File: config.mk
export PLATFORM = sky130hd
export DESIGN_NAME = cinsn_class_dec
export DESIGN_NICKNAME = d
export VERILOG_FILES = /design/src/rtl/cid_pkg.sv /design/src/rtl/cid_match.sv /design/src/rtl/cid_fields.sv /design/src/rtl/cinsn_class_dec.sv
export SDC_FILE = /design/constraint.sdc
export NUM_CORES = 1
export LEC_CHECK = 0
export BUFFER_PORTS_ARGS = -buffer_cell sky130_fd_sc_hd__buf_4
export CAP_MARGIN = 0
export CORE_UTILIZATION = 40
export DETAILED_ROUTE_END_ITERATION = 8
export GPL_ROUTABILITY_DRIVEN = 1
export GPL_TIMING_DRIVEN = 0
export PLACE_DENSITY = 0.66
export SYNTH_ARGS = -nofsm -noshare
export SYNTH_HDL_FRONTEND = slang
export SYNTH_HIERARCHICAL = 1
export SYNTH_SLANG_ARGS = --single-unit
File: constraint.sdc
create_clock -name clk_i -period 4.5 [get_ports clk_i]
set_clock_uncertainty 0.2 [all_clocks]
set_input_delay 1.35 -clock clk_i [delete_from_list [all_inputs] [get_ports clk_i]]
set_output_delay 1.35 -clock clk_i [all_outputs]
set_load 0.01 [all_outputs]
File: src/rtl/cid_pkg.sv
`timescale 1ns/1ps
package cid_pkg;
    localparam int IW  = 16;  // halfword width
    localparam int XW  = 32;  // extended immediate width
    localparam int CW  = 5;   // class code width
    localparam int RW  = 4;   // register index width
    localparam int OPW = 4;   // opcode sub-field width
    localparam int LW  = 8;   // register list width

    typedef enum logic [CW-1:0] {
        CLS_UNDEF      = 5'd0,
        CLS_ADDSUB_REG = 5'd1,
        CLS_ADDSUB_IMM = 5'd2,
        CLS_SHIFT_IMM  = 5'd3,
        CLS_IMM8       = 5'd4,
        CLS_ALU        = 5'd5,
        CLS_BX         = 5'd6,
        CLS_ALU_HI     = 5'd7,
        CLS_LIT_LOAD   = 5'd8,
        CLS_MEM_REG    = 5'd9,
        CLS_MEM_WORD   = 5'd10,
        CLS_MEM_BYTE   = 5'd11,
        CLS_MEM_HALF   = 5'd12,
        CLS_MEM_SP     = 5'd13,
        CLS_ADDR_GEN   = 5'd14,
        CLS_SP_ADJ     = 5'd15,
        CLS_PUSH_POP   = 5'd16,
        CLS_BLOCK      = 5'd17,
        CLS_TRAP       = 5'd18,
        CLS_BCOND      = 5'd19,
        CLS_BSHORT     = 5'd20,
        CLS_BL_HI      = 5'd21,
        CLS_BL_LO      = 5'd22
    } cls_e;

    typedef struct packed {
        logic           undef;
        cls_e           cls;
        logic [RW-1:0]  rd;
        logic [RW-1:0]  ra;
        logic [RW-1:0]  rb;
        logic [OPW-1:0] op;
        logic [LW-1:0]  rlist;
        logic [XW-1:0]  imm;
    } dec_t;

    function automatic logic [XW-1:0] zext11(input logic [10:0] v);
        return {{(XW-11){1'b0}}, v};
    endfunction

    function automatic logic [XW-1:0] sext8(input logic [7:0] v);
        return {{(XW-8){v[7]}}, v};
    endfunction

    function automatic logic [XW-1:0] sext11(input logic [10:0] v);
        return {{(XW-11){v[10]}}, v};
    endfunction
endpackage

File: src/rtl/cid_match.sv
`timescale 1ns/1ps
// Ordered first-match classifier: narrower patterns sit ahead of wider ones.
module cid_match
    import cid_pkg::*;
(
    input  logic [IW-1:0] insn,
    output cls_e          cls
);
    function automatic logic hit(input logic [IW-1:0] h, input logic [IW-1:0] m,
                                 input logic [IW-1:0] p);
        return (h & m) == p;
    endfunction

    always_comb begin
        if      (hit(insn, 16'hFC00, 16'h1800)) cls = CLS_ADDSUB_REG;
        else if (hit(insn, 16'hFC00, 16'h1C00)) cls = CLS_ADDSUB_IMM;
        else if (hit(insn, 16'hE000, 16'h0000)) cls = CLS_SHIFT_IMM;
        else if (hit(insn, 16'hE000, 16'h2000)) cls = CLS_IMM8;
        else if (hit(insn, 16'hFC00, 16'h4000)) cls = CLS_ALU;
        else if (hit(insn, 16'hFF80, 16'h4700)) cls = CLS_BX;
        else if (hit(insn, 16'hFC00, 16'h4400)) cls = CLS_ALU_HI;
        else if (hit(insn, 16'hF800, 16'h4800)) cls = CLS_LIT_LOAD;
        else if (hit(insn, 16'hF000, 16'h5000)) cls = CLS_MEM_REG;
        else if (hit(insn, 16'hF000, 16'h6000)) cls = CLS_MEM_WORD;
        else if (hit(insn, 16'hF000, 16'h7000)) cls = CLS_MEM_BYTE;
        else if (hit(insn, 16'hF000, 16'h8000)) cls = CLS_MEM_HALF;
        else if (hit(insn, 16'hF000, 16'h9000)) cls = CLS_MEM_SP;
        else if (hit(insn, 16'hF000, 16'hA000)) cls = CLS_ADDR_GEN;
        else if (hit(insn, 16'hFF00, 16'hB000)) cls = CLS_SP_ADJ;
        else if (hit(insn, 16'hF600, 16'hB400)) cls = CLS_PUSH_POP;
        else if (hit(insn, 16'hF000, 16'hC000)) cls = CLS_BLOCK;
        else if (hit(insn, 16'hFF00, 16'hDF00)) cls = CLS_TRAP;
        else if (hit(insn, 16'hF000, 16'hD000)) cls = CLS_BCOND;
        else if (hit(insn, 16'hF800, 16'hE000)) cls = CLS_BSHORT;
        else if (hit(insn, 16'hF800, 16'hF000)) cls = CLS_BL_HI;
        else if (hit(insn, 16'hF800, 16'hF800)) cls = CLS_BL_LO;
        else                                    cls = CLS_UNDEF;
    end
endmodule

File: src/rtl/cid_fields.sv
`timescale 1ns/1ps
// Per-class field extraction; fields a class does not define stay zero.
module cid_fields
    import cid_pkg::*;
(
    input  logic [IW-1:0] insn,
    input  cls_e          cls,
    output dec_t          dec
);
    logic [4:0] amt5;
    assign amt5 = insn[10:6];

    always_comb begin
        dec       = '0;
        dec.cls   = cls;
        dec.undef = (cls == CLS_UNDEF);
        case (cls)
            CLS_ADDSUB_REG: begin
                dec.op = {3'b0, insn[9]};
                dec.rb = {1'b0, insn[8:6]};
                dec.ra = {1'b0, insn[5:3]};
                dec.rd = {1'b0, insn[2:0]};
            end
            CLS_ADDSUB_IMM: begin
                dec.op  = {3'b0, insn[9]};
                dec.imm = zext11(11'(insn[8:6]));
                dec.ra  = {1'b0, insn[5:3]};
                dec.rd  = {1'b0, insn[2:0]};
            end
            CLS_SHIFT_IMM: begin
                dec.op = {2'b0, insn[12:11]};
                dec.ra = {1'b0, insn[5:3]};
                dec.rd = {1'b0, insn[2:0]};
                if (amt5 == 5'd0 && insn[12:11] != 2'b00)
                    dec.imm = XW'(32);
                else
                    dec.imm = zext11(11'(amt5));
            end
            CLS_IMM8: begin
                dec.op  = {2'b0, insn[12:11]};
                dec.rd  = {1'b0, insn[10:8]};
                dec.imm = zext11(11'(insn[7:0]));
            end
            CLS_ALU: begin
                dec.op = insn[9:6];
                dec.rb = {1'b0, insn[5:3]};
                dec.rd = {1'b0, insn[2:0]};
            end
            CLS_BX: begin
                dec.rb = insn[6:3];
            end
            CLS_ALU_HI: begin
                dec.op = {2'b0, insn[9:8]};
                dec.rd = {insn[7], insn[2:0]};
                dec.rb = insn[6:3];
            end
            CLS_LIT_LOAD, CLS_MEM_SP, CLS_ADDR_GEN: begin
                dec.op  = {3'b0, insn[11]};
                dec.rd  = {1'b0, insn[10:8]};
                dec.imm = zext11(11'(insn[7:0])) << 2;
            end
            CLS_MEM_REG: begin
                dec.op = {1'b0, insn[11:9]};
                dec.rb = {1'b0, insn[8:6]};
                dec.ra = {1'b0, insn[5:3]};
                dec.rd = {1'b0, insn[2:0]};
            end
            CLS_MEM_WORD, CLS_MEM_BYTE, CLS_MEM_HALF: begin
                dec.op = {3'b0, insn[11]};
                dec.ra = {1'b0, insn[5:3]};
                dec.rd = {1'b0, insn[2:0]};
                if (cls == CLS_MEM_WORD)
                    dec.imm = zext11(11'(amt5)) << 2;
                else if (cls == CLS_MEM_HALF)
                    dec.imm = zext11(11'(amt5)) << 1;
                else
                    dec.imm = zext11(11'(amt5));
            end
            CLS_SP_ADJ: begin
                dec.op  = {3'b0, insn[7]};
                dec.imm = zext11(11'(insn[6:0])) << 2;
            end
            CLS_PUSH_POP: begin
                dec.op    = {2'b0, insn[8], insn[11]};
                dec.rlist = insn[7:0];
            end
            CLS_BLOCK: begin
                dec.op    = {3'b0, insn[11]};
                dec.ra    = {1'b0, insn[10:8]};
                dec.rlist = insn[7:0];
            end
            CLS_TRAP: begin
                dec.imm = zext11(11'(insn[7:0]));
            end
            CLS_BCOND: begin
                dec.op  = insn[11:8];
                dec.imm = sext8(insn[7:0]) << 1;
            end
            CLS_BSHORT: begin
                dec.imm = sext11(insn[10:0]) << 1;
            end
            CLS_BL_HI: begin
                dec.imm = sext11(insn[10:0]) << 12;
            end
            CLS_BL_LO: begin
                dec.imm = zext11(insn[10:0]) << 1;
            end
            default: ;
        endcase
    end
endmodule

File: src/rtl/cinsn_class_dec.sv
`timescale 1ns/1ps
module cinsn_class_dec
    import cid_pkg::*;
#(
    parameter bit REG_OUT = 1'b1
) (
    input  logic           clk_i,
    input  logic           rst_ni,
    input  logic           valid_i,
    input  logic [IW-1:0]  insn_i,
    output logic           valid_o,
    output logic           undef_o,
    output logic [CW-1:0]  cls_o,
    output logic [RW-1:0]  rd_o,
    output logic [RW-1:0]  ra_o,
    output logic [RW-1:0]  rb_o,
    output logic [OPW-1:0] op_o,
    output logic [LW-1:0]  rlist_o,
    output logic [XW-1:0]  imm_o
);
    typedef struct packed {
        logic vld;
        dec_t dec;
    } stage_t;

    cls_e   cls_w;
    dec_t   dec_w;
    stage_t stage_d;
    stage_t stage_q;

    cid_match  u_match  (.insn(insn_i), .cls(cls_w));
    cid_fields u_fields (.insn(insn_i), .cls(cls_w), .dec(dec_w));

    always_comb begin
        stage_d.vld = valid_i;
        stage_d.dec = dec_w;
    end

    generate
        if (REG_OUT) begin : g_reg
            always_ff @(posedge clk_i) begin
                if (!rst_ni) stage_q <= '0;
                else         stage_q <= stage_d;
            end
        end else begin : g_comb
            always_comb stage_q = stage_d;
        end
    endgenerate

    assign valid_o = stage_q.vld;
    assign undef_o = stage_q.dec.undef;
    assign cls_o   = stage_q.dec.cls;
    assign rd_o    = stage_q.dec.rd;
    assign ra_o    = stage_q.dec.ra;
    assign rb_o    = stage_q.dec.rb;
    assign op_o    = stage_q.dec.op;
    assign rlist_o = stage_q.dec.rlist;
    assign imm_o   = stage_q.dec.imm;

    // Priority order between overlapping classes
    assert_addsub_over_shift_R2: assert property (@(posedge clk_i) disable iff (!rst_ni)
        (insn_i[15:11] == 5'b00011) |->
            (dec_w.cls == CLS_ADDSUB_REG || dec_w.cls == CLS_ADDSUB_IMM));
    assert_bx_over_hi_R3: assert property (@(posedge clk_i) disable iff (!rst_ni)
        (insn_i[15:7] == 9'b010001110) |-> (dec_w.cls == CLS_BX));
    assert_trap_over_bcond_R4: assert property (@(posedge clk_i) disable iff (!rst_ni)
        (insn_i[15:8] == 8'hDF) |-> (dec_w.cls == CLS_TRAP));
    // Undefined halfwords carry no field content
    assert_undef_clean_R1: assert property (@(posedge clk_i) disable iff (!rst_ni)
        dec_w.undef |-> (dec_w.imm == '0 && dec_w.rd == '0 && dec_w.ra == '0 &&
                         dec_w.rb == '0 && dec_w.op == '0 && dec_w.rlist == '0));
    // Shift amount for the right-shift forms is never zero
    assert_shift_amount_R6: assert property (@(posedge clk_i) disable iff (!rst_ni)
        (dec_w.cls == CLS_SHIFT_IMM && insn_i[12:11] != 2'b00) |->
            (dec_w.imm >= XW'(1) && dec_w.imm <= XW'(32)));
endmodule

* After elaboration in Yosys (flattened, before gate mapping)
Cells that the tools add are included.
** Cells by class
- Muxes and demuxes :: 30
- Reductions and logical operators :: 18
- Equality and inequality tests :: 43
** Operators by type and width (count)
- $pmux 32 s10 :: 1
- $mux 5 :: 22
- $eq 5x5->1 const B :: 10
- $eq 5x4->1 const B :: 9
- $pmux 4 s9 :: 1
- $pmux 4 s3 :: 2
- $eq 4x4->1 const B :: 5
- $eq 5x3->1 const B :: 4
- $eq 8x8->1 const B :: 2
- $logic_not 16->1 :: 1
- $reduce_or 7->1 :: 2
- $eq 4x3->1 const B :: 3
- $eq 6x3->1 const B :: 2
- $eq 6x5->1 const B :: 2
- $mux 6 :: 2
- $reduce_or 2->1 :: 6
- $eq 5x2->1 const B :: 2
- $logic_not 5->1 :: 2
- $eq 9x8->1 const B :: 1
- $reduce_or 8->1 :: 1
- $mux 7 :: 1
- $eq 6x6->1 const B :: 1
- $pmux 3 s2 :: 1
- $reduce_or 3->1 :: 2
- 6 further kinds :: 6
** Word-level totals
- Bits in registers :: 63
- Logic and storage cells :: 100
- Output and inout port bits :: 63
- Bits of input ports :: 19

* Depth between registers and ports, before layout
Gate-level depths: netlist (run 1).
- Depth in word-level cells :: 27
- Gate-level depth with buffers :: 12
- Mapped depth without buffers :: 9

* Hierarchy
The synthesis (run 1) kept the hierarchy.
** By module, submodules not included
- cinsn_class_dec :: area an instance 1764.2 sq um, instances 1, cells an instance 132, sequential area each 1261.2 sq um
- cid_fields :: area an instance 1361.3 sq um, instances 1, cells an instance 200, sequential area each 0.0 sq um
- cid_match :: area an instance 290.3 sq um, instances 1, cells an instance 48, sequential area each 0.0 sq um

* Worst setup path after synthesis (run 1)
No wires, ideal clock.
- Path kind :: input to register
- Start point :: input port insn_i[11]
- End point :: register stage_q, in the netlist imm_o[31]
- Arrival time :: 4.004 ns
- Setup time :: 0.057 ns
- Stages on the path :: 12
- Required time :: 4.243 ns
- Path buffers :: 3
- Path slack :: 0.239 ns
- Cells stage by stage :: buf_6 -> or4_4 -> nand2_1 -> o22ai_1 -> a222oi_1 -> nor3b_4 -> nand2_1 -> a21oi_2 -> buf_4 -> a21o_1 -> buf_4 -> and2_2
** RTL lines
- start, declared :: RTL line cinsn_class_dec.sv:10 : input logic [IW-1:0] insn_i,
- end signal, assigned :: RTL line cinsn_class_dec.sv:43 : else stage_q <= stage_d;
- end, declared :: RTL line cinsn_class_dec.sv:29 : stage_t stage_q;

==> run_results.csv, run 1 <==
group,metric,value,unit
placement,gp_congestion,0.876,
clock_network,clock_sinks,63,
setup_path,end_kind,"flop",
synth,syn_area,3420,sq um
detailed_routing,wl,9.18,mm
global_route,antenna_found_initial,0,
finish,drive_above_1_share,44.8,%
synth,yosysTopAreaCell,"dfxtp_1",
synth,syn_nets,399,
detailed_routing,vias,3015,
power,p_per_area,333,nW/um^2
finish,regArea,1260,sq um
finish,layout_commonest_cell,"buf_4",
finish,nets,494,
finish,multiInputGateArea,1840,sq um
setup_path,worstPathRequired,4.54,ns
placement,io_buffers,80,
floorplan,start_util,41.4,%
global_route,grt_pass1_vias,2810,
timing,clock.fmax,235,MHz
setup_path,critical_path.startpoint_type,"input port",
power,ir_worst_vdd,0.000160,V
finish,final.fill_count,822,
setup_path,cp_max_fo,10,
synth,synthFlopType,"dfxtp_1",
floorplan,io_pins,82,
setup_path,critPathKind,"input port to flop",
floorplan,fp-row-count,33,
setup_path,critPathBufInv,5,
run,max_cap_viol_count,0,
synth,synth_warnings,6,
setup_path,cpLargestDelayFamily,"simple AND/OR/NAND/NOR gates",
detailed_routing,drt-vias-per-instance,5.15,
global_route,grt_pass1_wl,14.4,mm
detailed_routing,drc,0,
timing,min_period,4.26,ns
power,power.leakage,2.08,nW
timing,rsz0062_at_grt,"no",
synth,ys_ff_latch,63,
floorplan,die_y,94.4,um
placement,dp_slack,-0.625,ns
setup_path,crit_path_frequent_cell,"buf_4",
detailed_routing,drtIter0Drc,149,
synth,avgSynthCellArea,8.99,sq um
clock_network,cts.htree.levels,3,
setup_path,worstPathArrival,4.30,ns
clock_network,hold_buffers,0,
global_route,grtUsageTotal,21.3,%
setup_path,cp.depth,13,
floorplan,core_area,8260,sq um
timing,final.setup.tns,0,ns
finish,diodes,0,
placement,hpwl,6.71,mm
synth,syn_inst,380,
synth,yosysSeqAreaShare,36.9,%
finish,layout_common_cells,"buf_4 (106), and2_2 (63), dfxtp_1 (63)",
synth,synthArstFlopShare,0,%
setup_path,crit_path_end,"imm_o[26]",
detailed_routing,dr.pass1.iters,4,
clock_network,cts_buffer_depth,2,
min_path,worstHoldPathType,"input port to flop",
timing,setup_violations,0,
setup_path,cp_slowest_cell,"or4_4",
floorplan,die_x,94.4,um
setup_path,slowest_delay,0.56,ns
timing,fin_crit_sh,94.7,%
detailed_routing,wire_per_inst,15.7,um
floorplan,die-area,8910,sq um
setup_path,path_cells,"buf_4 -> buf_6 -> or4_4 -> and3_1 -> o22ai_1 -> nand2b_1 -> buf_4 -> nor2_1 -> and3_1 -> buf_4 -> a21o_1 -> buf_4 -> and2_2",
timing,slew_viol_final,0,
setup_path,crit_start,"insn_i[11]",
global_route,gr-total-overflow,0,
clock_network,clkTransAtPathRegs,0.07,ns
synth,synth_edf_count,0,
timing,maxSlewHeadroom,35.0,%
global_route,grt_max_degree,14,
timing,final_hold_viol_count,0,
timing,tightest_slew,0.968,ns
timing,worst_slack,0.238,ns
synth,yosysTopAreaCellShare,36.9,%
clock_network,numCtsBuffers,9,
finish,area_growth_syn_to_layout,29.2,%
synth,synth.distinct_cells,64,
clock_network,cts_tree,"done",
synth,netlist_top_cells_area,"dfxtp_1 (37%), and2_2 (14%), buf_4 (4.8%)",
detailed_routing,ant_nets,0,
run_status,outcome,"complete, no violations",
clock_network,cts_root_buf,"clkbuf_8",
==> layer usage <==
metal	routed length, um	share of wire, %	vias to the layer above	track usage (%)
met5	0	0	-	0
met4	219	2.4	0	9.49
met3	574	6.3	15	2.82
met2	4220	46	95	34.1
met1	4170	45	1396	28.4
li1	-	-	1509	-
==> stage by stage <==
stage / cell area (sq um) / std cells / utilization, % / hold slack (ns) / total power [mW]
after floorplan: 3420 / 380 / - / 1.29 / 0.805
after global routing: 4410 / 585 / 53.5 / 1.04 / 1.54
after global placement: 4150 / 565 / 50.2 / 1.38 / 0.915
after detailed placement: 4150 / 565 / 50.2 / 1.38 / 0.917
after CTS: 4410 / 585 / 53.4 / 1.03 / 1.48
final: 4410 / 585 / 53.5 / 1.04 / 1.47
==> worst min path at each step <==
stage               end  depth (start not counted)    start
5_1_grt         valid_o                          2  valid_i
2_1_floorplan  cls_o[2]                          1   rst_ni
3_5_place_dp    valid_o                          2  valid_i
3_3_place_gp    valid_o                          2  valid_i
6_report        valid_o                          2  valid_i
4_1_cts         valid_o                          2  valid_i
==> repair_timing <==
| action | 4_1_cts | 5_1_grt |
|---|---|---|
| setup endpoints to repair | 15 | 13 |
| gates resized for setup | 0 | 2 |
| pin swaps | 1 | 0 |
| setup buffers | 4 | 0 |
==> flip-flops by register name, summed over array words and instances, names as in the netlist <==
name and count:
rd_o 4, imm_o 32, rb_o 4, ra_o 4
valid_o 1, cls_o 5, rlist_o 8, undef_o 1
op_o 4
==> power by group <==
group,switching (mW),internal (mW)
registers,0.00687,0.581
clock network,0.239,0.319
logic,0.176,0.149
==> synth_stat cells, drive strengths merged, types with 4 or more instances <==
library cell  instances
buf                  33
and2                 72
a21oi                18
clkbuf               12
o22ai                 4
dfxtp                63
a21boi                6
nand2                21
a31oi                 6
nand2b                9
and3                  6
nand3                 9
nor2                 12
nor3                  6
inv                   7
a22o                  8
a21o                 12
o31ai                 4
a22oi                 9
o21ai                 8
==> cell type report <==
class                   instances  area share [%]
repair buffers                 84            14.3
inverters                       7           0.595
plain buffers                  45            6.72
well taps                     105            2.98
flip-flops and latches         63            28.6
clock buffers                   9            2.81
multi-input cells             265            41.7
clock inverters                 7            2.38
==> kinds of logic (layout without fill, tap and decap cells) <==
family	count (synthesis)	count (layout)	share of synthesized area, %
xor gates and xnor gates	3	3	0.769
and+or+nand+nor	163	163	31.0
DFF	63	63	36.9
other	1	1	0.110
buffers and inverters	52	152	9.45
muxes	3	3	0.916
AOI/OAI and AO/OA	95	95	20.8
(Power assumes the default switching activity.)
==> run 2: changes to the inputs <==
CAP_MARGIN = 20   (was 0)
CORE_MARGIN = 8   (was unset)
PLACE_DENSITY = 0.68   (was 0.66)
clock period = 3.69 ns   (was 4.5 ns; I/O delays follow)
==> run_results.csv, run 2 (same netlist as run 1, synthesis figures left out) <==
group,metric,value,unit
detailed_routing,drt-vias-per-instance,5.25,
setup_path,slowest_delay,0.45,ns
floorplan,die-area,11800,sq um
finish,area_growth_syn_to_layout,35.2,%
timing,setup_violations,0,
finish,layout_commonest_cell,"buf_4",
placement,hpwl,7.35,mm
setup_path,crit_start,"insn_i[11]",
timing,whs,0.804,ns
clock_network,numCtsBuffers,9,
timing,fin_crit_sh,98.4,%
detailed_routing,wl,10.2,mm
global_route,gr-total-overflow,0,
floorplan,io_pins,82,
finish,instances_no_fill,598,
setup_path,cp_max_fo,10,
finish,layout_common_cells,"buf_4 (113), dfxtp_1 (63), and2_2 (62)",
finish,diodes,0,
timing,final_hold_viol_count,0,
detailed_routing,drtIter0Drc,219,
placement,io_buffers,80,
min_path,min_from,"valid_i",
timing,rsz0062_at_grt,"yes",
timing,final.setup.tns,0,ns
detailed_routing,wire_per_inst,17.0,um
detailed_routing,dr.pass1.iters,6,
floorplan,core_area,8260,sq um
finish,drive_above_1_share,48.5,%
finish,largest_reg_flops,32,
floorplan,fp-row-count,33,
power,seqPwrFrac,38.8,%
timing,slew_viol_final,0,
timing,tightest_slew,0.603,ns
clock_network,clkTransAtPathRegs,0.07,ns
global_route,grt_pass1_vias,3036,
placement,place_area,4190,sq um
power,p_comb_share,24.4,%
power,p_sw_share,28.9,%
placement,place_inst,566,
finish,finish.instance_area,4620,sq um
setup_path,critPathKind,"input port to flop",
placement,gp_congestion,0.889,
floorplan,die_x,108,um
timing,clock.fmax,276,MHz
power,p_per_area,399,nW/um^2
finish,nets,507,
global_route,grt_pass1_wl,15.5,mm
setup_path,critPathBufInv,5,
power,internal_power,1.31,mW
floorplan,die_y,108,um
setup_path,worstPathRequired,3.71,ns
min_path,worstHoldPathType,"input port to flop",
run,max_cap_viol_count,0,
clock_network,cts_root_buf,"clkbuf_8",
clock_network,cts_tree,"done",
setup_path,critical_path.startpoint_type,"input port",
power,ir_worst_vdd,0.000205,V
timing,maxSlewHeadroom,59.6,%
setup_path,cpLargestDelayFamily,"simple AND/OR/NAND/NOR gates",
timing,min_period,3.63,ns
detailed_routing,vias,3141,
clock_network,cts_buffer_depth,2,
run_status,outcome,"complete, no violations",
placement,dp_slack,-1.00,ns
global_route,antenna_found_initial,0,
clock_network,cts.htree.levels,3,
global_route,grtUsageTotal,16.7,%
floorplan,start_util,41.4,%
setup_path,worstPathArrival,3.65,ns
power,p_clk_share,36.8,%
setup_path,path_cells,"buf_4 -> buf_8 -> or4_4 -> nand2_1 -> o22ai_1 -> a222oi_1 -> buf_4 -> and2b_1 -> nand3_2 -> a21oi_2 -> buf_6 -> a21o_4 -> buf_4 -> and2_2",
timing,worst_slack,0.0603,ns
clock_network,hold_buffers,0,
clock_network,clock_sinks,63,
detailed_routing,ant_nets,0,
power,power.leakage,2.16,nW
power,p_sw,0.533,mW
global_route,grt_max_degree,14,
detailed_routing,drc,0,
setup_path,crit_path_frequent_cell,"buf_4",
finish,final.fill_count,790,
setup_path,cp_slowest_cell,"or4_4",
setup_path,end_kind,"flop",
-- run 2: changes by cell type in the layout (fill, tap and decap cells not counted), moves of 2 or more --
| cell | previous run | this run |
|---|---|---|
| buf_4 | 106 | 113 |
| buf_8 | 0 | 3 |
| or3b_1 | 2 | 0 |
| or3b_4 | 0 | 2 |
-- run 2: final cells by class --
type                       count  area [sq um]  share of cell area, %
tap                          105           131                   2.84
sequential                    63          1260                   27.3
multi-input combinational    266          1920                   41.5
timing repair buffer          96           736                   15.9
clock buffer                   9           124                   2.68
buffer                        45           319                   6.91
clock inverter                 7           105                   2.28
inverter                       7          26.3                  0.569
-- run 2: power groups by stage --
stage	Sequential, mW	Clock, mW	Combinational [mW]
final	0.716	0.678	0.449
after global placement	0.732	0	0.393
after detailed placement	0.733	0	0.396
after global routing	0.719	0.723	0.483
after floorplan	0.746	0	0.243
after CTS	0.717	0.695	0.411
-- run 2: routing by layer --
layer  track usage (%)  share of wire (%)  vias to the layer above
li1                  -                  -                     1530
met1              20.5                 44                     1476
met2              27.6                 47                      117
met3              4.52                7.5                       18
met4              5.96                1.9                        0
met5                 0                  0                        -
-- run 2: timing repair --
| item | in CTS | in global routing |
|---|---|---|
| pin swaps | 1 | 5 |
| endpoints found under the hold margin | 0 | 0 |
| resized for setup | 4 | 9 |
| cloned | 0 | 2 |
| endpoints found under the setup margin | 56 | 22 |
| buffers inserted | 6 | 8 |
-- run 2: stage by stage --
stage / utilization [%] / power, mW
2_1_floorplan: - / 0.989
3_3_place_gp: 50.7 / 1.13
3_5_place_dp: 50.7 / 1.13
4_1_cts: 54.3 / 1.82
5_1_grt: 55.9 / 1.92
6_report: 55.9 / 1.84
-- run 2: worst paths after layout --
path  slack [ns]  cells past startpoint         to
min         0.80                      2    valid_o
max         0.06                     14  imm_o[31]
==> run 3: changes to the inputs <==
==> constraint.sdc (replaced) <==
create_clock -name clk_i -period 3.69 [get_ports clk_i]
set_clock_uncertainty 0.2 [all_clocks]
set_input_delay 0.738 -clock clk_i [delete_from_list [all_inputs] [get_ports clk_i]]
set_output_delay 0.738 -clock clk_i [all_outputs]
set_load 0.01 [all_outputs]
==> run_results.csv, run 3 (same netlist as run 1, synthesis figures left out) <==
group,metric,value,unit
run,max_cap_viol_count,0,
power,p_clk_share,39.2,%
finish,nets,492,
finish,area_growth_syn_to_layout,30.0,%
timing,maxSlewHeadroom,59.1,%
setup_path,critical_path.startpoint_type,"input port",
floorplan,die_x,108,um
finish,diodes,0,
timing,whs,0.434,ns
floorplan,io_pins,82,
timing,slew_viol_final,0,
finish,regArea,1260,sq um
clock_network,cts.htree.levels,3,
power,power.leakage,2.08,nW
detailed_routing,drt-vias-per-instance,5.20,
setup_path,crit_start,"insn_i[11]",
clock_network,cts_tree,"done",
power,p_sw_share,26.9,%
finish,multiInputGateArea,1850,sq um
floorplan,start_util,41.4,%
timing,tightest_slew,0.611,ns
detailed_routing,vias,3031,
timing,min_period,3.61,ns
power,ir_worst_vdd,0.000186,V
setup_path,cp.depth,13,
floorplan,die-area,11800,sq um
setup_path,worstPathRequired,3.72,ns
clock_network,clkTransAtPathRegs,0.08,ns
placement,io_buffers,80,
global_route,grt_pass1_wl,15.5,mm
placement,dp_slack,-0.810,ns
finish,instances_no_fill,583,
setup_path,critPathKind,"input port to flop",
detailed_routing,ant_nets,0,
setup_path,worstPathArrival,3.64,ns
setup_path,crit_path_end,"imm_o[27]",
setup_path,cp_max_fo,10,
power,seqPwrFrac,39.0,%
finish,drive_above_1_share,45.0,%
setup_path,cpLargestDelayFamily,"simple AND/OR/NAND/NOR gates",
global_route,grtUsageTotal,16.7,%
setup_path,cp_slowest_cell,"or4_4",
power,p_sw,0.495,mW
timing,rsz0062_at_grt,"no",
finish,layout_common_cells,"buf_4 (103), and2_2 (63), dfxtp_1 (63)",
timing,clock.fmax,277,MHz
floorplan,core_area,8260,sq um
power,internal_power,1.34,mW
global_route,antenna_found_initial,0,
timing,final_hold_viol_count,0,
floorplan,die_y,108,um
placement,place_inst,565,
floorplan,fp-row-count,33,
detailed_routing,drc,0,
min_path,worstHoldPathType,"input port to flop",
global_route,grt_pass1_vias,3026,
placement,hpwl,7.19,mm
power,p_per_area,414,nW/um^2
clock_network,cts_root_buf,"clkbuf_8",
finish,final.fill_count,810,
detailed_routing,wl,9.77,mm
power,p_comb_share,21.8,%
detailed_routing,wire_per_inst,16.8,um
detailed_routing,drtIter0Drc,138,
finish,largest_reg_flops,32,
global_route,grt_max_degree,13,
detailed_routing,dr.pass1.iters,4,
timing,worst_slack,0.0813,ns
setup_path,end_kind,"flop",
clock_network,cts_buffer_depth,2,
setup_path,critPathBufInv,5,
setup_path,slowest_delay,0.55,ns
global_route,gr-total-overflow,0,
run_status,outcome,"complete, no violations",
placement,gp_congestion,0.890,
clock_network,clock_sinks,63,
timing,fin_crit_sh,97.8,%
timing,setup_violations,0,
finish,layout_commonest_cell,"buf_4",
clock_network,numCtsBuffers,9,
setup_path,crit_path_frequent_cell,"buf_4",
setup_path,path_cells,"buf_4 -> buf_6 -> or4_4 -> and3_1 -> o22ai_1 -> nand2b_1 -> buf_4 -> nor2_1 -> and3_1 -> buf_4 -> a21o_2 -> buf_4 -> and2_2",
## run 3: cell types whose count changed in the layout (fill, tap and decap cells not counted), moves of 2 or more
cell    before  now
or3b_1       0    2
or3b_4       2    0
buf_8        3    0
buf_4      113  103
## run 3: worst min-delay path by stage
| stage | to | cells after the start | slack, ns | start |
|---|---|---|---|---|
| finish | valid_o | 2 | 0.43 | valid_i |
| global placement | valid_o | 2 | 0.77 | valid_i |
| global route | valid_o | 2 | 0.41 | valid_i |
| detailed placement | valid_o | 2 | 0.77 | valid_i |
| CTS | valid_o | 2 | 0.42 | valid_i |
| floorplan | cls_o[2] | 1 | 0.67 | rst_ni |
## run 3: power by group through the flow
stage,clock [mW],combinational (mW),sequential (mW)
after floorplan,0,0.236,0.746
after global placement,0,0.386,0.732
after detailed placement,0,0.388,0.732
after CTS,0.736,0.398,0.717
after global routing,0.773,0.437,0.719
final,0.720,0.401,0.716
## run 3: metal layers
layer,vias to the layer above,wire [um],track usage [%]
li1,1501,-,-
met1,1409,4140,19.5
met5,-,0,0
met3,12,825,4.34
met2,109,4670,28.7
met4,0,140,5.87
## run 3: stage by stage
stage	util [%]	instance area, sq um	power (mW)	setup TNS (ns)
after global routing	53.8	4440	1.93	0
after global placement	50.2	4150	1.12	-32.18
after detailed placement	50.2	4150	1.12	-27.36
after CTS	53.6	4430	1.85	0
after floorplan	-	3420	0.982	0
final	53.8	4440	1.84	0
## run 3: final cells by class
| type | instances | share of cell area (%) |
|---|---|---|
| Buffer | 45 | 6.68 |
| Clock buffer | 9 | 2.79 |
| Multi-Input combinational cell | 265 | 41.7 |
| Inverter | 7 | 0.592 |
| Sequential cell | 63 | 28.4 |
| Clock inverter | 7 | 2.70 |
| Timing Repair Buffer | 82 | 14.1 |
| Tap cell | 105 | 2.96 |
## run 3: repair_timing
action                                  4_1_cts  5_1_grt
setup buffers                                 2        0
endpoints found under the setup margin       40       10
pin swaps                                     1        0
resized for setup                             2        3
hold buffers                                  0        0
endpoints found under the hold margin         0        0
